File: src/rtl/fault_irq_pkg.sv
package fault_irq_pkg;

    // Interrupt lines that produce pulses; the order fixes the vector index.
    typedef enum logic [1:0] {
        LINE_FAULT = 2'd0,
        LINE_EVQ   = 2'd1,
        LINE_SYNC  = 2'd2
    } irq_line_e;

    localparam int NUM_LINES = 3;
    localparam int ERR_W_DEF = 32;

    // Per-line request and gate, carried as one record.
    typedef struct packed {
        logic req;
        logic en;
    } line_ctl_t;

endpackage

File: src/rtl/fault_toggle_regs.sv
module fault_toggle_regs #(
    parameter int W = fault_irq_pkg::ERR_W_DEF
) (
    input  logic         clk,
    input  logic         rst,
    input  logic         raise_valid,
    input  logic [W-1:0] raise_mask,
    input  logic         ack_we,
    input  logic [W-1:0] ack_wdata,
    output logic [W-1:0] err_q,
    output logic [W-1:0] ack_q,
    output logic         fresh_any,
    output logic         bad_toggle
);
    logic [W-1:0] pending;
    logic [W-1:0] fresh;

    // Pending is always taken from the registered (pre-write) values.
    always_comb begin
        pending    = err_q ^ ack_q;
        fresh      = raise_valid ? (raise_mask & ~pending) : '0;
        fresh_any  = |fresh;
        bad_toggle = ack_we && (|((ack_q ^ ack_wdata) & ~pending));
    end

    always_ff @(posedge clk) begin
        if (rst) begin
            err_q <= '0;
            ack_q <= '0;
        end else begin
            err_q <= err_q ^ fresh;
            if (ack_we) begin
                ack_q <= ack_wdata;
            end
        end
    end
endmodule

File: src/rtl/sticky_flag.sv
module sticky_flag (
    input  logic clk,
    input  logic rst,
    input  logic set,
    output logic q
);
    always_ff @(posedge clk) begin
        if (rst) begin
            q <= 1'b0;
        end else begin
            q <= q | set;
        end
    end
endmodule

File: src/rtl/irq_pulser.sv
module irq_pulser #(
    parameter int N = fault_irq_pkg::NUM_LINES
) (
    input  logic                           clk,
    input  logic                           rst,
    input  fault_irq_pkg::line_ctl_t [N-1:0] ctl,
    output logic [N-1:0]                   pulse
);
    for (genvar i = 0; i < N; i++) begin : g_line
        always_ff @(posedge clk) begin
            if (rst) begin
                pulse[i] <= 1'b0;
            end else begin
                pulse[i] <= ctl[i].req & ctl[i].en;
            end
        end
    end
endmodule

File: src/rtl/fault_toggle_irq.sv
module fault_toggle_irq #(
    parameter int W = fault_irq_pkg::ERR_W_DEF
) (
    input  logic         clk,
    input  logic         rst,
    input  logic         raise_valid,
    input  logic [W-1:0] raise_mask,
    input  logic         evq_req,
    input  logic         evq_en,
    input  logic         sync_req,
    input  logic         pri_req,
    input  logic         fault_irq_en,
    input  logic         ack_we,
    input  logic [W-1:0] ack_wdata,
    output logic [W-1:0] err_q,
    output logic [W-1:0] ack_q,
    output logic         illegal_ack,
    output logic         fault_pulse,
    output logic         evq_pulse,
    output logic         sync_pulse
);
    import fault_irq_pkg::*;

    logic                      fresh_any;
    logic                      bad_toggle;
    line_ctl_t [NUM_LINES-1:0] ctl;
    logic [NUM_LINES-1:0]      pulses;
    logic                      unused_pri;

    // Page requests are accepted and dropped.
    assign unused_pri = pri_req;

    fault_toggle_regs #(.W(W)) u_regs (
        .clk         (clk),
        .rst         (rst),
        .raise_valid (raise_valid),
        .raise_mask  (raise_mask),
        .ack_we      (ack_we),
        .ack_wdata   (ack_wdata),
        .err_q       (err_q),
        .ack_q       (ack_q),
        .fresh_any   (fresh_any),
        .bad_toggle  (bad_toggle)
    );

    sticky_flag u_illegal (
        .clk (clk),
        .rst (rst),
        .set (bad_toggle),
        .q   (illegal_ack)
    );

    always_comb begin
        ctl[LINE_FAULT] = '{req: fresh_any, en: fault_irq_en};
        ctl[LINE_EVQ]   = '{req: evq_req,   en: evq_en};
        ctl[LINE_SYNC]  = '{req: sync_req,  en: 1'b1};
    end

    irq_pulser #(.N(NUM_LINES)) u_pulse (
        .clk   (clk),
        .rst   (rst),
        .ctl   (ctl),
        .pulse (pulses)
    );

    assign fault_pulse = pulses[LINE_FAULT];
    assign evq_pulse   = pulses[LINE_EVQ];
    assign sync_pulse  = pulses[LINE_SYNC];
endmodule

File: config.mk
export PLATFORM = sky130hd
export DESIGN_NAME = fault_toggle_irq
export DESIGN_NICKNAME = d
export VERILOG_FILES = /design/src/rtl/fault_irq_pkg.sv /design/src/rtl/fault_toggle_regs.sv /design/src/rtl/sticky_flag.sv /design/src/rtl/irq_pulser.sv /design/src/rtl/fault_toggle_irq.sv
export SDC_FILE = /design/constraint.sdc
export NUM_CORES = 1
export LEC_CHECK = 0
export ABC_AREA = 1
export BUFFER_PORTS_ARGS = -buffer_cell sky130_fd_sc_hd__buf_4
export CORE_UTILIZATION = 44
export DETAILED_ROUTE_END_ITERATION = 10
export GPL_ROUTABILITY_DRIVEN = 0
export GPL_TIMING_DRIVEN = 1
export PLACE_DENSITY = 0.8
export SYNTH_ARGS = -nofsm -noshare
export SYNTH_HDL_FRONTEND = slang
export SYNTH_SLANG_ARGS = --single-unit
File: constraint.sdc
create_clock -name clk -period 1.4 [get_ports clk]
set_input_delay 0.07 -clock clk [delete_from_list [all_inputs] [get_ports clk]]
set_output_delay 0.07 -clock clk [all_outputs]
set_load 0.02 [all_outputs]
; After elaboration in Yosys (flattened, before gate mapping)
; Cells that the tools add are included.
[op_classes]
n_bitwise = 9
reduce_logical = 3
mux = 1
[ops]
columns = op, n
row1 = XOR 32 bit, 3
row2 = bitwise AND 32 bit, 2
row3 = OR reduction 32 bit, 2
row4 = 2-to-1 mux 32 bit, 1
row5 = NOT 32 bit, 1
row6 = bitwise AND 1 bit, 2
row7 = logical AND 1 bit, 1
row8 = OR 1 bit, 1
[word_totals]
register_bits = 68
out_inout_bits = 68
inputBits = 73

; Longest topological paths before layout
; Gate-level depths: netlist of the first run.
[logic_depth]
word_depth = 6
depth_mapped = 11

; Modules after synthesis
; Synthesis of the first run repeated with hierarchy kept, for this count alone.
[hier_totals]
hier_cells = 561
hier_area_um2 = 3651.0
[modules_own_cells]
columns = mod, seq_area_each_um2, area_each_um2, cells_each, n_inst
row1 = fault_toggle_regs, 1281.2, 3537.1, 548, 1
row2 = irq_pulser, 60.1, 82.6, 9, 1
row3 = sticky_flag, 20.0, 27.5, 3, 1
row4 = fault_toggle_irq, 0.0, 3.8, 1, 1

; Worst setup path before layout of the first run
; No wires, ideal clock.
[synth_timing]
path_type = reg-to-reg
start = reg u_regs.ack_q[0]
end = reg u_illegal.q
period_less_slack_ns = 1.274
setup_slack_ns = 0.126
t_arrival_ns = 1.141
required_time_ns = 1.267
path_stages_with_launch = 10
cell_sequence = dfxtp_1 -> nor2_1 -> o21ai_0 -> nand2_1 -> nor2_1 -> nand2_1 -> nor2_1 -> nand2_1 -> nand2_1 -> a21oi_1
[synth_between]
elab_chain_cells = 6
elab_cells_between_ends = 7
[synth_lines]
columns = item, line_no
row1 = "start, declared", fault_toggle_regs.sv:11  ; output logic [W-1:0] ack_q,
row2 = "start signal, assigned", fault_toggle_regs.sv:33  ; ack_q <= ack_wdata;
row3 = XOR 32 bit, fault_toggle_regs.sv:20  ; pending = err_q ^ ack_q;
row4 = NOT 32 bit, fault_toggle_regs.sv:23  ; bad_toggle = ack_we && (|((ack_q ^ ack_wdata) & ~pending));
row5 = bitwise AND 32 bit (*), fault_toggle_regs.sv:23
row6 = OR reduction 32 bit (*), fault_toggle_regs.sv:23
row7 = logical AND 1 bit (*), fault_toggle_regs.sv:23
row8 = OR 1 bit (*), sticky_flag.sv:11  ; q <= q | set;
row9 = "end signal, assigned", sticky_flag.sv:11
row10 = "end, declared", sticky_flag.sv:5  ; output logic q
; Every way passes the cells marked *; elsewhere a longest branch is shown, timed or not.
; A chain may end at the register's enable or synchronous reset.

; Final worst setup path of the first run
[layout_timing]
start = reg u_regs.ack_q[11]
end = reg u_illegal.q
; The elaborated chain is that of the path after synthesis.

==> results of run 1 <==
cell type report:
class                           instances  area, um2
Fill cell                             704       2795
Multi-Input combinational cell        402       1854
Sequential cell                        68       1405
Timing Repair Buffer                  152       1179
Inverter                              101      379.1
Clock buffer                           14      182.7
Tap cell                              102      127.6
Clock inverter                          1      5.005
registers in the layout, summed over array words and instances, names as in the netlist:
register,flops
u_illegal.q,1
u_regs.err_q,32
u_pulse.pulse,3
u_regs.ack_q,32
final timing paths:
kind | startpoint | end | slack, ns | cells past startpoint
worst max-delay path | u_regs.ack_q[11]$_SDFFE_PP0P_ | u_illegal.q$_SDFF_PP0_ | 0.10 | 9
worst min-delay path | ack_wdata[31] | u_regs.ack_q[31]$_SDFFE_PP0P_ | 0.01 | 3
worst max register to register | u_regs.ack_q[11]$_SDFFE_PP0P_ | u_illegal.q$_SDFF_PP0_ | 0.10 | 9
worst min register to register | u_regs.ack_q[14]$_SDFFE_PP0P_ | u_regs.err_q[14]$_SDFF_PP0_ | 0.46 | 1
routing by layer:
metal	part of all wire [%]	routed length, um	track usage [%]	vias to the layer above
met5	0	0	0	-
met2	47	5084	42.46	125
met4	1.8	193	7.949	0
met3	5.8	623	6.016	21
li1	-	-	-	2139
met1	45	4819	30.53	1870
what timing repair did:
item	4_1_cts	5_1_grt
endpoints found under the setup margin	1	2
gates resized for setup	1	43
hold buffers	10	0
hold endpoints to repair	11	0
pin swaps	0	1
through the flow:
stage	TNS [ns]	cells	util, %	hold slack, ns
final	0	840	64.74	0.01125
after global routing	-0.02194	840	64.74	0.008478
after CTS	0	840	64.06	0.005234
after detailed placement	0	815	60.43	0.2848
after global placement	0	815	60.43	0.2745
after floorplan	0	588	-	0.1770
cells in the mapped netlist:
| cell | n | area, um2 |
|---|---|---|
| o21ai_0 | 62 | 310.3 |
| inv_1 | 92 | 345.3 |
| buf_2 | 2 | 10.01 |
| nand4_1 | 4 | 25.02 |
| buf_1 | 2 | 7.510 |
| buf_8 | 1 | 15.01 |
| nor2_1 | 93 | 349.1 |
| inv_2 | 9 | 33.78 |
| a211oi_1 | 21 | 157.7 |
| clkbuf_1 | 9 | 33.78 |
| o21ai_1 | 6 | 30.03 |
| buf_6 | 2 | 22.52 |
| nand3_1 | 11 | 55.05 |
| dfxtp_1 | 68 | 1361 |
| o21ai_2 | 8 | 70.07 |
| nand2_2 | 6 | 37.54 |
| xor2_1 | 10 | 87.58 |
| buf_4 | 1 | 7.510 |
| nand2_1 | 147 | 551.8 |
| a21oi_1 | 34 | 170.2 |
critical path: stages, from the launching register on:
cell	delay [ns]
dfxtp_1	0.39
nor2_1	0.08
a21oi_1	0.20
nand2_1	0.09
nor2_1	0.09
nand2_1	0.07
nor2_2	0.09
nand2_1	0.05
nand2_1	0.05
a21oi_1	0.05
kinds of logic after synthesis:
| logic type | Yosys count |
|---|---|
| AND/OR/NAND/NOR | 261 |
| XOR/XNOR | 10 |
| buffers and inverters | 118 |
| AO/OA/AOI/OAI | 131 |
| flip-flops | 68 |
report_power, final:
part / internal (W) / switching, W
logic: 0.000561 / 0.000729
clock network: 0.000827 / 0.000723
registers: 0.00209 / 0.000161
==> impl_metrics.py, run 1 <==
metrics = {
    "timing": {
        "final_max_slew_viol_count": 0,
        "min_period_ns": 1.299,
        "fmax_ghz": 0.7700,
        "setup_slack_ns": 0.1013,
        "period_share_pct": 92.76,
        "tightest_slew_ns": 0.5229,
        "hold_viol": 0,
        "fin_skew_ns": 0.01154,
        "slew_headroom_pct": 65.10,
        "rsz0062_at_grt": "yes",
        "finalSetupViolations": 0,
    },
    "yosys": {
        "syn_nets": 661,
        "synth-xor-area-share_pct": 2.379,
        "syn_inst": 588,
        "ys_ff_latch": 68,
        "synth_simple_gate_area_share_pct": 27.67,
        "synth_mux_area_share_pct": 0,
        "seq_area_frac_synth_pct": 36.98,
        "synth_top_family_by_area": "simple AND/OR/NAND/NOR gates",
        "synthDistinctLibCells": 20,
        "synth_compound_area_share_pct": 20.05,
        "synth-adder-area-share_pct": 0,
        "syn-cell-area_mm2": 0.003681,
        "avgSynthCellArea_um2": 6.260,
        "yosys_warnings": 0,
    },
    "outcome": {
        "outcome": "finished, final reports clean",
    },
    "clocking": {
        "htree_levels": 3,
        "clock_path_buffers": 2,
        "clk_pin_slew_ns": 0.08,
        "cts_buffers": 9,
        "ctsRootBufferMaster": "clkbuf_8",
        "cts_sinks": 68,
        "post_cts_buffers": 0,
        "clk_latency_ns": 0.34,
        "cts_tree": "done",
    },
    "route": {
        "drc_errors": 0,
        "drt-pass1-iter-count": 4,
        "viasPerCell": 4.946,
        "avgRoutedWirePerCell_um": 12.76,
        "detail-route-antenna-nets": 0,
        "via_count": 4155,
        "wl_um": 10720,
        "drt-initial-drc-count": 161,
    },
    "pwr": {
        "irDropWorstVdd_mv": 0.5735,
        "p_leak_nw": 2.834,
        "finalPower_w": 0.005094,
        "power.density_mw_per_mm2": 992.4,
    },
    "cells_and_area": {
        "n_antenna_cell": 0,
        "final_cell_mix": "nand2_1, buf_4, inv_1",
        "drive_gt1_share_pct": 29.27,
        "area.growth.synth_to_final_pct": 39.43,
        "fin_nets": 807,
        "layout_commonest_cell": "nand2_1",
        "fin_area_mm2": 0.005132,
    },
    "worst_setup_path": {
        "crit_arrival_ns": 1.51,
        "endpoint_kind": "register",
        "crit_type": "register to register",
        "critPathRequiredTime_ns": 1.61,
        "crit_fanout": 5,
        "crit_path_start_kind": "register",
    },
    "placement": {
        "io_buffers": 139,
        "dpl_cell_area_mm2": 0.004791,
        "pre_cts_ws_ns": 0.02412,
        "dp_hpwl_um": 7762,
    },
    "floorplanning": {
        "initial_core_util_pct": 46.43,
        "core-area_mm2": 0.007928,
        "pin_count": 141,
        "die_w_um": 93.47,
        "rows": 32,
        "die_y_um": 93.47,
        "die_area_mm2": 0.008736,
    },
    "global_route": {
        "grt_usage_pct": 24.82,
        "overflow": 0,
        "grt_pass1_vias": 3819,
        "grt_antenna_before_repair": 0,
        "grt_max_degree": 49,
        "grt_pass1_wl_um": 16960,
    },
    "min_path": {
        "worstHoldPathType": "primary input to register",
    },
    "job": {
        "maxCapViolCount": 0,
    },
}
No activity file was read; power rests on OpenSTA's default activity.
==> run 2: changes to the inputs <==
--- a/config.mk
+++ b/config.mk
@@ -7,6 +7,7 @@
 export LEC_CHECK = 0
 export ABC_AREA = 1
 export BUFFER_PORTS_ARGS = -buffer_cell sky130_fd_sc_hd__buf_4
+export CORE_MARGIN = 3
 export CORE_UTILIZATION = 44
 export DETAILED_ROUTE_END_ITERATION = 10
 export GPL_ROUTABILITY_DRIVEN = 0
==> run 2 against run 1 <==
Net effect:
- sequential share of layout area is 0.37 points lower
- first-iteration DRC count up 16%
- global-route usage fell by 2.0 points
- critical path depth increased by 3
- count of clock-buffer cells in the layout shrank 4
- clock skew is 0.0018 ns lower
- critical path type is now primary input to register
==> impl_metrics.py, run 2 (same netlist as run 1, synthesis figures left out) <==
metrics = {
    "timing": {
        "final_max_slew_viol_count": 0,
        "hold_viol": 0,
        "finalSetupTns_ns": 0,
        "fmax_ghz": 0.7672,
        "min_period_ns": 1.303,
        "tightest_slew_ns": 0.5527,
        "finalSetupViolations": 0,
        "slew_headroom_pct": 63.11,
        "fin_skew_ns": 0.009704,
        "period_share_pct": 93.10,
    },
    "pwr": {
        "p_int_w": 0.003696,
        "p_sw_share_pct": 31.17,
        "p_leak_nw": 2.832,
        "power_frac_clock_pct": 33.9,
        "power_frac_comb_pct": 24.2,
        "power.switching_w": 0.001674,
        "power.density_mw_per_mm2": 1044,
        "irDropWorstVdd_mv": 0.5646,
        "pwr-share-seq_pct": 41.9,
    },
    "cells_and_area": {
        "area.growth.synth_to_final_pct": 39.70,
        "nFillCells": 706,
        "fin_nets": 806,
        "top_regs": "u_regs.ack_q (32), u_regs.err_q (32), u_pulse.pulse (3)",
        "multi_input_area_mm2": 0.001853,
        "final_cell_mix": "nand2_1, buf_4, inv_1, nor2_1, o21ai_0",
        "layout_commonest_cell": "nand2_1",
        "postLayoutCoreUtil_pct": 64.87,
        "regArea_mm2": 0.001389,
        "n_antenna_cell": 0,
        "drive_gt1_share_pct": 27.91,
    },
    "floorplanning": {
        "rows": 32,
        "die_w_um": 97.47,
        "initial_core_util_pct": 46.43,
        "core-area_mm2": 0.007928,
        "die_y_um": 97.47,
        "pin_count": 141,
        "die_area_mm2": 0.009499,
    },
    "worst_setup_path": {
        "worstSetupStartpoint": "ack_wdata[18]",
        "r2r_cells": 9,
        "crit_arrival_ns": 1.51,
        "r2r_end": "u_illegal.q$_SDFF_PP0_",
        "critPathRequiredTime_ns": 1.61,
        "crit_type": "primary input to register",
        "worstReg2RegStart": "u_regs.ack_q[15]$_SDFFE_PP0P_",
        "crit_path_start_kind": "primary input",
        "ff2ff_setup_slack_ns": 0.11,
        "endpoint": "u_illegal.q$_SDFF_PP0_",
        "crit_fanout": 3,
        "endpoint_kind": "register",
    },
    "route": {
        "wl_um": 11130,
        "drt-pass1-iter-count": 7,
        "drt-initial-drc-count": 187,
        "drc_errors": 0,
        "via_count": 4148,
        "viasPerCell": 4.938,
        "avgRoutedWirePerCell_um": 13.25,
        "detail-route-antenna-nets": 0,
    },
    "placement": {
        "io_buffers": 139,
        "dp_hpwl_um": 8141,
    },
    "outcome": {
        "outcome": "finished, final reports clean",
    },
    "global_route": {
        "grt_pass1_vias": 3891,
        "grt_antenna_before_repair": 0,
        "grt_pass1_wl_um": 17750,
        "overflow": 0,
        "grt_usage_pct": 22.81,
        "grt_max_degree": 49,
    },
    "clocking": {
        "clk_pin_slew_ns": 0.08,
        "cts_buffers": 9,
        "clk_latency_ns": 0.33,
        "ctsRootBufferMaster": "clkbuf_8",
        "htree_levels": 3,
        "clock_path_buffers": 2,
        "cts_sinks": 68,
        "cts_tree": "done",
    },
    "job": {
        "maxCapViolCount": 0,
    },
    "min_path": {
        "worstHoldPathType": "primary input to register",
    },
}
## run 2: power by group through the flow
stage	registers, W	logic, W	clock network, W
after floorplan	0.00243	0.000560	0
after global placement	0.00227	0.00123	0
after detailed placement	0.00228	0.00126	0
after CTS	0.00224	0.00129	0.00185
after global routing	0.00228	0.00143	0.00194
final	0.00225	0.00130	0.00182
## run 2: how the worst min path moves through the flow
stage                        start                            end  slack, ns  cells after the start
floorplan                 sync_req    u_pulse.pulse[2]$_SDFF_PP0_       0.18                      2
global placement          sync_req    u_pulse.pulse[2]$_SDFF_PP0_       0.27                      3
detailed placement        sync_req    u_pulse.pulse[2]$_SDFF_PP0_       0.28                      3
CTS                  ack_wdata[22]  u_regs.ack_q[22]$_SDFFE_PP0P_     0.0002                      3
global route        raise_mask[19]    u_regs.err_q[19]$_SDFF_PP0_      0.006                      4
finish              raise_mask[28]    u_regs.err_q[28]$_SDFF_PP0_       0.01                      4
## run 2: per-layer routing
metal | vias to the layer above | track usage, % | part of all wire (%)
met4 | 0 | 8.413 | 1.8
met5 | - | 0 | 0
met2 | 146 | 39.11 | 48
li1 | 2132 | - | -
met3 | 20 | 4.666 | 7.2
met1 | 1850 | 28.15 | 43
## run 2: timing repair
| item | 4_1_cts | 5_1_grt |
|---|---|---|
| hold buffers | 9 | 0 |
| gates resized for setup | 1 | 33 |
| hold endpoints to repair | 8 | 0 |
| endpoints found under the setup margin | 1 | 2 |
| setup buffers | 0 | 0 |
## run 2: final cells by class
class | instances | share of cell area, %
multi-input cells | 402 | 36.03
repair buffers | 151 | 22.73
inverters | 101 | 7.372
flip-flops and latches | 68 | 27.01
well taps | 102 | 2.482
clock inverters | 6 | 1.703
clock buffers | 10 | 2.676
## run 2: critical path, cell delays in order
cell           delay [ns]
dlygate4sd3_1        0.55
buf_4                0.14
inv_1                0.08
nand2_1              0.06
o21ai_1              0.09
nand2_1              0.07
nor2_1               0.13
nand2_1              0.07
nor2_1               0.08
nand2_1              0.05
nand2_1              0.05
a21oi_1              0.06
## run 2: through the flow
step | power [W] | cells | setup slack [ns] | hold slack, ns | area [um2]
after global routing | 0.005653 | 840 | -0.006380 | 0.005827 | 5142
after floorplan | 0.002987 | 588 | 0.1262 | 0.1770 | 3681
after global placement | 0.003502 | 815 | 0.02779 | 0.2746 | 4791
after detailed placement | 0.003543 | 815 | 0.006531 | 0.2795 | 4791
final | 0.005370 | 840 | 0.09659 | 0.01258 | 5142
after CTS | 0.005377 | 840 | 0.009071 | 0.0002472 | 5106
